**src/rtl/tdc_bank_pkg.sv**
```systemverilog
// Package: shared default sizes for the shared-channel hit bank.
// Assumes a single fast clock with the reference edge derived inside.
package tdc_bank_pkg;
    localparam int TAPS_DEF    = 32;  // delay-line taps
    localparam int N_CH_DEF    = 9;   // conversion channels
    localparam int GRP_DEF     = 5;   // pixels per channel
    localparam int ADDR_W_DEF  = 3;   // in-group address width
    localparam int REF_DIV_DEF = 8;   // fast cycles per reference period
endpackage

```
**src/rtl/tdc_thermo_enc.sv**
```systemverilog
// Module: tdc_thermo_enc
// Smooths a thermometer-style tap vector with a 3-tap majority vote and
// returns the index of the first 1-to-0 step. Purely combinational.
// Assumes ones fill the low taps; end taps are not filtered.
module tdc_thermo_enc #(
    parameter int TAPS   = 32,
    parameter int CODE_W = $clog2(TAPS)
) (
    input  logic [TAPS-1:0]   taps_i,
    output logic [CODE_W-1:0] code_o
);
    logic [TAPS-1:0] filt;

    // Majority smoothing of each inner tap with its neighbours.
    for (genvar i = 0; i < TAPS; i++) begin : g_filt
        if (i == 0 || i == TAPS - 1) begin : g_end
            assign filt[i] = taps_i[i];
        end else begin : g_mid
            assign filt[i] = (taps_i[i-1] & taps_i[i]) |
                             (taps_i[i]   & taps_i[i+1]) |
                             (taps_i[i-1] & taps_i[i+1]);
        end
    end

    // Lowest falling step wins; with none, the top tap picks full or empty.
    always_comb begin
        code_o = filt[TAPS-1] ? CODE_W'(TAPS - 1) : '0;
        for (int i = TAPS - 2; i >= 0; i--) begin
            if (filt[i] && !filt[i+1]) code_o = CODE_W'(i);
        end
    end
endmodule

```
**src/rtl/tdc_channel.sv**
```systemverilog
// Module: tdc_channel
// One conversion channel shared by a pixel group. It captures the fine
// code and the lowest firing address, flags multi-pixel hits, and holds
// the result until the readout transfer frees it.
// Assumes code_i is already encoded from the taps of the current cycle.
module tdc_channel #(
    parameter int GRP    = 5,
    parameter int ADDR_W = 3,
    parameter int CODE_W = 5
) (
    input  logic              clk,
    input  logic              rst_n,
    input  logic              xfer_i,
    input  logic [GRP-1:0]    grp_hit_i,
    input  logic [CODE_W-1:0] code_i,
    output logic              valid_o,
    output logic [ADDR_W-1:0] addr_o,
    output logic [CODE_W-1:0] code_o,
    output logic              coll_o
);
    localparam int CNT_W = $clog2(GRP + 1);

    logic              valid_q, coll_q;
    logic [ADDR_W-1:0] addr_q;
    logic [CODE_W-1:0] code_q;
    logic [ADDR_W-1:0] sel;
    logic [CNT_W-1:0]  nhits;
    logic              take;

    // Lowest firing address and number of simultaneous hits.
    always_comb begin
        sel   = '0;
        nhits = '0;
        for (int j = GRP - 1; j >= 0; j--) begin
            if (grp_hit_i[j]) sel = ADDR_W'(j);
        end
        for (int j = 0; j < GRP; j++) begin
            nhits = nhits + CNT_W'(grp_hit_i[j]);
        end
    end

    // Accept a hit only while empty or being emptied this edge.
    assign take = (|grp_hit_i) && (!valid_q || xfer_i);

    // Result register: capture, hold, or clear on transfer.
    always_ff @(posedge clk) begin
        if (!rst_n) begin
            valid_q <= 1'b0;
            coll_q  <= 1'b0;
            addr_q  <= '0;
            code_q  <= '0;
        end else if (take) begin
            valid_q <= 1'b1;
            coll_q  <= (nhits > CNT_W'(1));
            addr_q  <= sel;
            code_q  <= code_i;
        end else if (xfer_i) begin
            valid_q <= 1'b0;
            coll_q  <= 1'b0;
            addr_q  <= '0;
            code_q  <= '0;
        end
    end

    assign valid_o = valid_q;
    assign addr_o  = addr_q;
    assign code_o  = code_q;
    assign coll_o  = coll_q;


    hold_chk: assert property (@(posedge clk) disable iff (!rst_n)
        (valid_q && !xfer_i) |=> (valid_q && $stable(addr_q) && $stable(code_q)));


    xfer_clear_chk: assert property (@(posedge clk) disable iff (!rst_n)
        (xfer_i && !(|grp_hit_i)) |=> (!valid_q && !coll_q));


    coll_valid_chk: assert property (@(posedge clk) disable iff (!rst_n)
        coll_q |-> valid_q);


    addr_range_chk: assert property (@(posedge clk) disable iff (!rst_n)
        valid_q |-> (int'(addr_q) < GRP));
endmodule

```
**src/rtl/tdc_frame_shifter.sv**
```systemverilog
// Module: tdc_frame_shifter
// Marks reference edges with a divide-by-REF_DIV phase counter, loads the
// whole channel frame on a marked edge when idle, and shifts it out MSB
// first, one bit per fast cycle.
// Assumes frame_i holds channel 0 in its most significant word.
module tdc_frame_shifter #(
    parameter int N_CH    = 9,
    parameter int WORD_W  = 9,
    parameter int REF_DIV = 8
) (
    input  logic                   clk,
    input  logic                   rst_n,
    input  logic [N_CH*WORD_W-1:0] frame_i,
    output logic                   xfer_o,
    output logic                   ser_data_o,
    output logic                   ser_frame_o,
    output logic                   ser_active_o
);
    localparam int FRAME_W = N_CH * WORD_W;
    localparam int CNT_W   = $clog2(FRAME_W + 1);
    localparam int PH_W    = (REF_DIV > 1) ? $clog2(REF_DIV) : 1;

    logic [PH_W-1:0]    phase_q;
    logic [FRAME_W-1:0] sr_q;
    logic [CNT_W-1:0]   left_q;

    // Reference-edge phase: wraps every REF_DIV fast cycles.
    always_ff @(posedge clk) begin
        if (!rst_n)                                phase_q <= '0;
        else if (phase_q == PH_W'(REF_DIV - 1))    phase_q <= '0;
        else                                       phase_q <= phase_q + 1'b1;
    end

    assign xfer_o = (phase_q == '0) && (left_q == '0);

    // Frame register: parallel load on transfer, otherwise shift while busy.
    always_ff @(posedge clk) begin
        if (!rst_n) begin
            sr_q   <= '0;
            left_q <= '0;
        end else if (xfer_o) begin
            sr_q   <= frame_i;
            left_q <= CNT_W'(FRAME_W);
        end else if (left_q != '0) begin
            sr_q   <= {sr_q[FRAME_W-2:0], 1'b0};
            left_q <= left_q - 1'b1;
        end
    end

    assign ser_active_o = (left_q != '0);
    assign ser_frame_o  = (left_q == CNT_W'(FRAME_W));
    assign ser_data_o   = ser_active_o & sr_q[FRAME_W-1];


    frame_on_tick_chk: assert property (@(posedge clk) disable iff (!rst_n)
        ser_frame_o |-> (phase_q == PH_W'(1 % REF_DIV)));


    frame_gap_chk: assert property (@(posedge clk) disable iff (!rst_n)
        ser_frame_o |=> !ser_frame_o);


    frame_run_chk: assert property (@(posedge clk) disable iff (!rst_n)
        (ser_active_o && !ser_frame_o) |-> $past(ser_active_o));
endmodule

```
**src/rtl/tdc_hit_bank.sv**
```systemverilog
// Module: tdc_hit_bank (top)
// Column hit bank: one shared tap encoder, N_CH channels each serving a
// strided group of GRP pixels, and a serial frame readout.
// Assumes hit bit p belongs to channel p mod N_CH, address p / N_CH.
module tdc_hit_bank
    import tdc_bank_pkg::*;
#(
    parameter int TAPS    = TAPS_DEF,
    parameter int N_CH    = N_CH_DEF,
    parameter int GRP     = GRP_DEF,
    parameter int ADDR_W  = ADDR_W_DEF,
    parameter int REF_DIV = REF_DIV_DEF
) (
    input  logic                clk,
    input  logic                rst_n,
    input  logic [TAPS-1:0]     taps_i,
    input  logic [N_CH*GRP-1:0] hit_i,
    output logic                ser_data_o,
    output logic                ser_frame_o,
    output logic                ser_active_o,
    output logic [N_CH-1:0]     coll_o
);
    localparam int CODE_W  = $clog2(TAPS);
    localparam int WORD_W  = 1 + ADDR_W + CODE_W;
    localparam int FRAME_W = N_CH * WORD_W;

    logic [CODE_W-1:0]  code;
    logic               xfer;
    logic [FRAME_W-1:0] frame;

    // Single encoder: every channel sees the same delay line.
    tdc_thermo_enc #(.TAPS(TAPS), .CODE_W(CODE_W)) u_enc (
        .taps_i (taps_i),
        .code_o (code)
    );

    // Channels with strided pixel groups; channel 0 lands at the frame MSB.
    for (genvar c = 0; c < N_CH; c++) begin : g_ch
        logic [GRP-1:0]    grp;
        logic              v;
        logic [ADDR_W-1:0] a;
        logic [CODE_W-1:0] cd;

        for (genvar j = 0; j < GRP; j++) begin : g_pix
            assign grp[j] = hit_i[j*N_CH + c];
        end

        tdc_channel #(.GRP(GRP), .ADDR_W(ADDR_W), .CODE_W(CODE_W)) u_ch (
            .clk       (clk),
            .rst_n     (rst_n),
            .xfer_i    (xfer),
            .grp_hit_i (grp),
            .code_i    (code),
            .valid_o   (v),
            .addr_o    (a),
            .code_o    (cd),
            .coll_o    (coll_o[c])
        );

        assign frame[(N_CH-1-c)*WORD_W +: WORD_W] = {v, a, cd};
    end

    tdc_frame_shifter #(.N_CH(N_CH), .WORD_W(WORD_W), .REF_DIV(REF_DIV)) u_shift (
        .clk          (clk),
        .rst_n        (rst_n),
        .frame_i      (frame),
        .xfer_o       (xfer),
        .ser_data_o   (ser_data_o),
        .ser_frame_o  (ser_frame_o),
        .ser_active_o (ser_active_o)
    );
endmodule

```
**config.mk**
```make
export PLATFORM = sky130hd
export DESIGN_NAME = tdc_hit_bank
export DESIGN_NICKNAME = d
export VERILOG_FILES = /design/src/rtl/tdc_bank_pkg.sv /design/src/rtl/tdc_thermo_enc.sv /design/src/rtl/tdc_channel.sv /design/src/rtl/tdc_frame_shifter.sv /design/src/rtl/tdc_hit_bank.sv
export SDC_FILE = /design/constraint.sdc
export NUM_CORES = 1
export LEC_CHECK = 0
export BUFFER_PORTS_ARGS = -buffer_cell sky130_fd_sc_hd__buf_2
export CORE_MARGIN = 4
export CORE_UTILIZATION = 55
export DETAILED_ROUTE_END_ITERATION = 10
export GPL_TIMING_DRIVEN = 0
export PLACE_DENSITY = 0.85
export SYNTH_ARGS = -nofsm -noshare
export SYNTH_HDL_FRONTEND = slang
export SYNTH_HIERARCHICAL = 1
export SYNTH_SLANG_ARGS = --single-unit
```
**constraint.sdc**
```tcl
create_clock -name clk -period 4.5 [get_ports clk]
set_clock_uncertainty 0.15 [all_clocks]
set_input_delay 0.9 -clock clk [delete_from_list [all_inputs] [get_ports clk]]
set_output_delay 0.9 -clock clk [all_outputs]
set_load 0.05 [all_outputs]
```
==> metrics.cfg <==
[status]
status=complete, no violations

[synthesis]
synthCells=1198
ys_warn_count=6
yosys_register_bits=181
syn_area_um2=10300
yosysSeqAreaShare=0.352
ys_async_sr_fraction=0
avgSynthCellArea_um2=8.59
ys_types=73
synth_top_area_cell=dfxtp_1
synth_most_common_cell=nand2_1
yosys-top-cells-count=nand2_1, dfxtp_1, a21oi_1
ys_top_cells_by_area=dfxtp_1, nand2_1, mux2i_1
synth_nets=1309
synth_top_cell_area_share=0.352
synth_enable_flop_cells=0
ys_dominant_reg_cell=dfxtp_1

[floorplanning]
start_util=0.565
die_x_um=145
dieArea_um2=21000
fp.coreArea_um2=18200
ioPinCount=91
die_y_um=145
rows=49

[sta]
min_period_over_period=0.740
timing.hold.ws_ns=0.302
fmax_mhz=300
rsz0062_at_grt=no
slew_headroom=0.150
fin_tns_setup_ns=0
tightest_slew_ns=1.27
drv_slew=0
setup_slack_ns=1.17
fin_crit_ns=3.33
setup-violations-final=0
hold_viol=0

[grt]
grt_util_met3=0.0480
antenna_found_initial=0
gr-usage-met2=0.383
grt_max_degree=37
met1_usage=0.314
top_usage_layer=met2
grt.total_usage=0.234
grt_pass1_wl_um=40600
first_global_vias=8571
gr-total-overflow=0

[cts]
cts_buffers=17
clk_pin_slew_ns=0.07
cts.repair.resized=0
cts_buffer_depth=2
clock_latency_ns=0.43
root_buffer=clkbuf_16
h-tree-depth=4
cts.hold.buffers_added=0
cts_setup_buffers=0
tritoncts=done
cts_sinks=181

[setup_path]
regToRegSetupSlack_ns=1.17
cp-start-kind=flop
crit_required_ns=3.45
reg2reg_depth=10
crit_family=simple AND/OR/NAND/NOR gates
max_stage_delay_ns=0.44
critPathKind=flop to output pin
cp_cell_sequence=inv_1, ha_1, or3b_4, nor2_4, buf_6, inv_2, and2_1, buf_2
worstSetupPathDepth=8
end_kind=output pin
crit_fanout=10
critical_path_arrival_ns=2.28
crit_path_top_delay_cell=or3b_4
cp_num_buf_inv=4

[pwr]
power.leakage_nw=4.45
ir_drop_uv=417
powerDensity_nw_per_um2=562

[route]
antenna_left=0
vias=9213
drcViolationCount=0
drt_wl_total_um=24800
first_pass_iters=5
wl_per_cell_um=16.2
vias_per_cell=6.01
drt-initial-drc-count=831

[cells_and_area]
post-route-cell-area_um2=11500
n_antenna_cell=0
drive_above_1_share=0.152
layout.nets=1404
utilization=0.634
synthToLayoutAreaGrowth_pct=12.2

[placement]
hpwl_um=17100
pre_cts_ws_ns=0.835
globalplace.congestion=0.928
postPlaceCellArea_um2=11000
io_buffers=74

[flow_run]
cap_violations=0

[hold_path]
hold_path.class=flop to flop
holdPathStages=2

==> layout by cell type, fill, tap and decap left out, drive strengths merged, types with 10 or more instances in the layout <==
cell type,Yosys,final
mux2i,71,71
a21oi,96,96
o21ai,26,26
ha,23,23
nor3,12,12
nor2b,28,28
inv,39,39
nand3b,43,43
o211ai,14,14
buf,51,127
xor2,12,12
clkbuf,46,68
nor3b,10,10
nor2,33,33
dfxtp,181,181
a311oi,82,82
nand2b,23,23
nand3,25,25
nand2,249,249
a211o,14,14
nand4,11,11
==> sequential cells by signal, indices dropped and copies added, names as in the netlist <==
signal             flops
g_ch.u_ch/code_o      45
g_ch.u_ch/addr_o      27
u_shift/phase_q        3
g_ch.u_ch/coll_o       9
g_ch.u_ch/valid_o      9
u_shift/sr_q          81
u_shift/left_q         7
==> report_power, final <==
group,internal (mW),leakage [nW],switching (mW)
clock network,0.783,0.250,0.612
registers,1.96,1.49,0.203
logic,1.17,2.71,1.75
total,3.92,4.45,2.57
==> layout make-up <==
type	instances	area [um2]
buffer	97	566
clock inverter	7	77.6
fill	1461	6660
sequential	181	3620
tap	229	287
timing repair buffer	76	409
multi-input combinational	881	5980
inverter	39	146
clock buffer	22	464
==> per-stage QoR <==
step                      total power, mW  instances
after CTS                            6.46       1532
after detailed placement             5.06       1503
final                                6.49       1532
after global routing                 6.85       1532
after floorplan                      4.38       1198
after global placement               4.94       1501
==> logic make-up after synthesis <==
| logic type | count (synthesis) | share of synthesized area |
|---|---|---|
| muxes | 71 | 0.0690 |
| adders and majority gates | 32 | 0.0455 |
| xor gates and xnor gates | 20 | 0.0170 |
| AOI/OAI and AO/OA | 284 | 0.206 |
| DFF | 181 | 0.352 |
| and+or+nand+nor | 474 | 0.241 |
| buffers and inverters | 136 | 0.0692 |
==> routing by layer <==
metal  share of wire  wire length [um]  vias to the layer above
met5               0                 0                        -
li1                -                 -                     4490
met2            0.48             11800                      256
met1            0.45             11100                     4432
met4           0.017               420                        0
met3           0.058              1430                       35
==> worst register-to-register path, cell delays in order, from the launching register on <==
cell and delay [ns]:
dfxtp_1 0.36, inv_1 0.08, ha_1 0.18, or3b_4 0.44, nor2_4 0.16, buf_6 0.17
inv_2 0.09, nor2_4 0.59, inv_1 0.36, a21oi_4 0.42, mux2i_1 0.24
==> worst paths after layout <==
| check | start | endpoint |
|---|---|---|
| setup / recovery | u_shift/left_q[0] | ser_data_o |
| hold / removal | g_ch[2].u_ch/addr_o[2] | g_ch[2].u_ch/addr_o[2] |
| setup reg to reg | u_shift/left_q[0] | g_ch[2].u_ch/code_o[4] |
| hold reg to reg | g_ch[2].u_ch/addr_o[2] | g_ch[2].u_ch/addr_o[2] |
No activity file was read; power rests on OpenSTA's default activity.
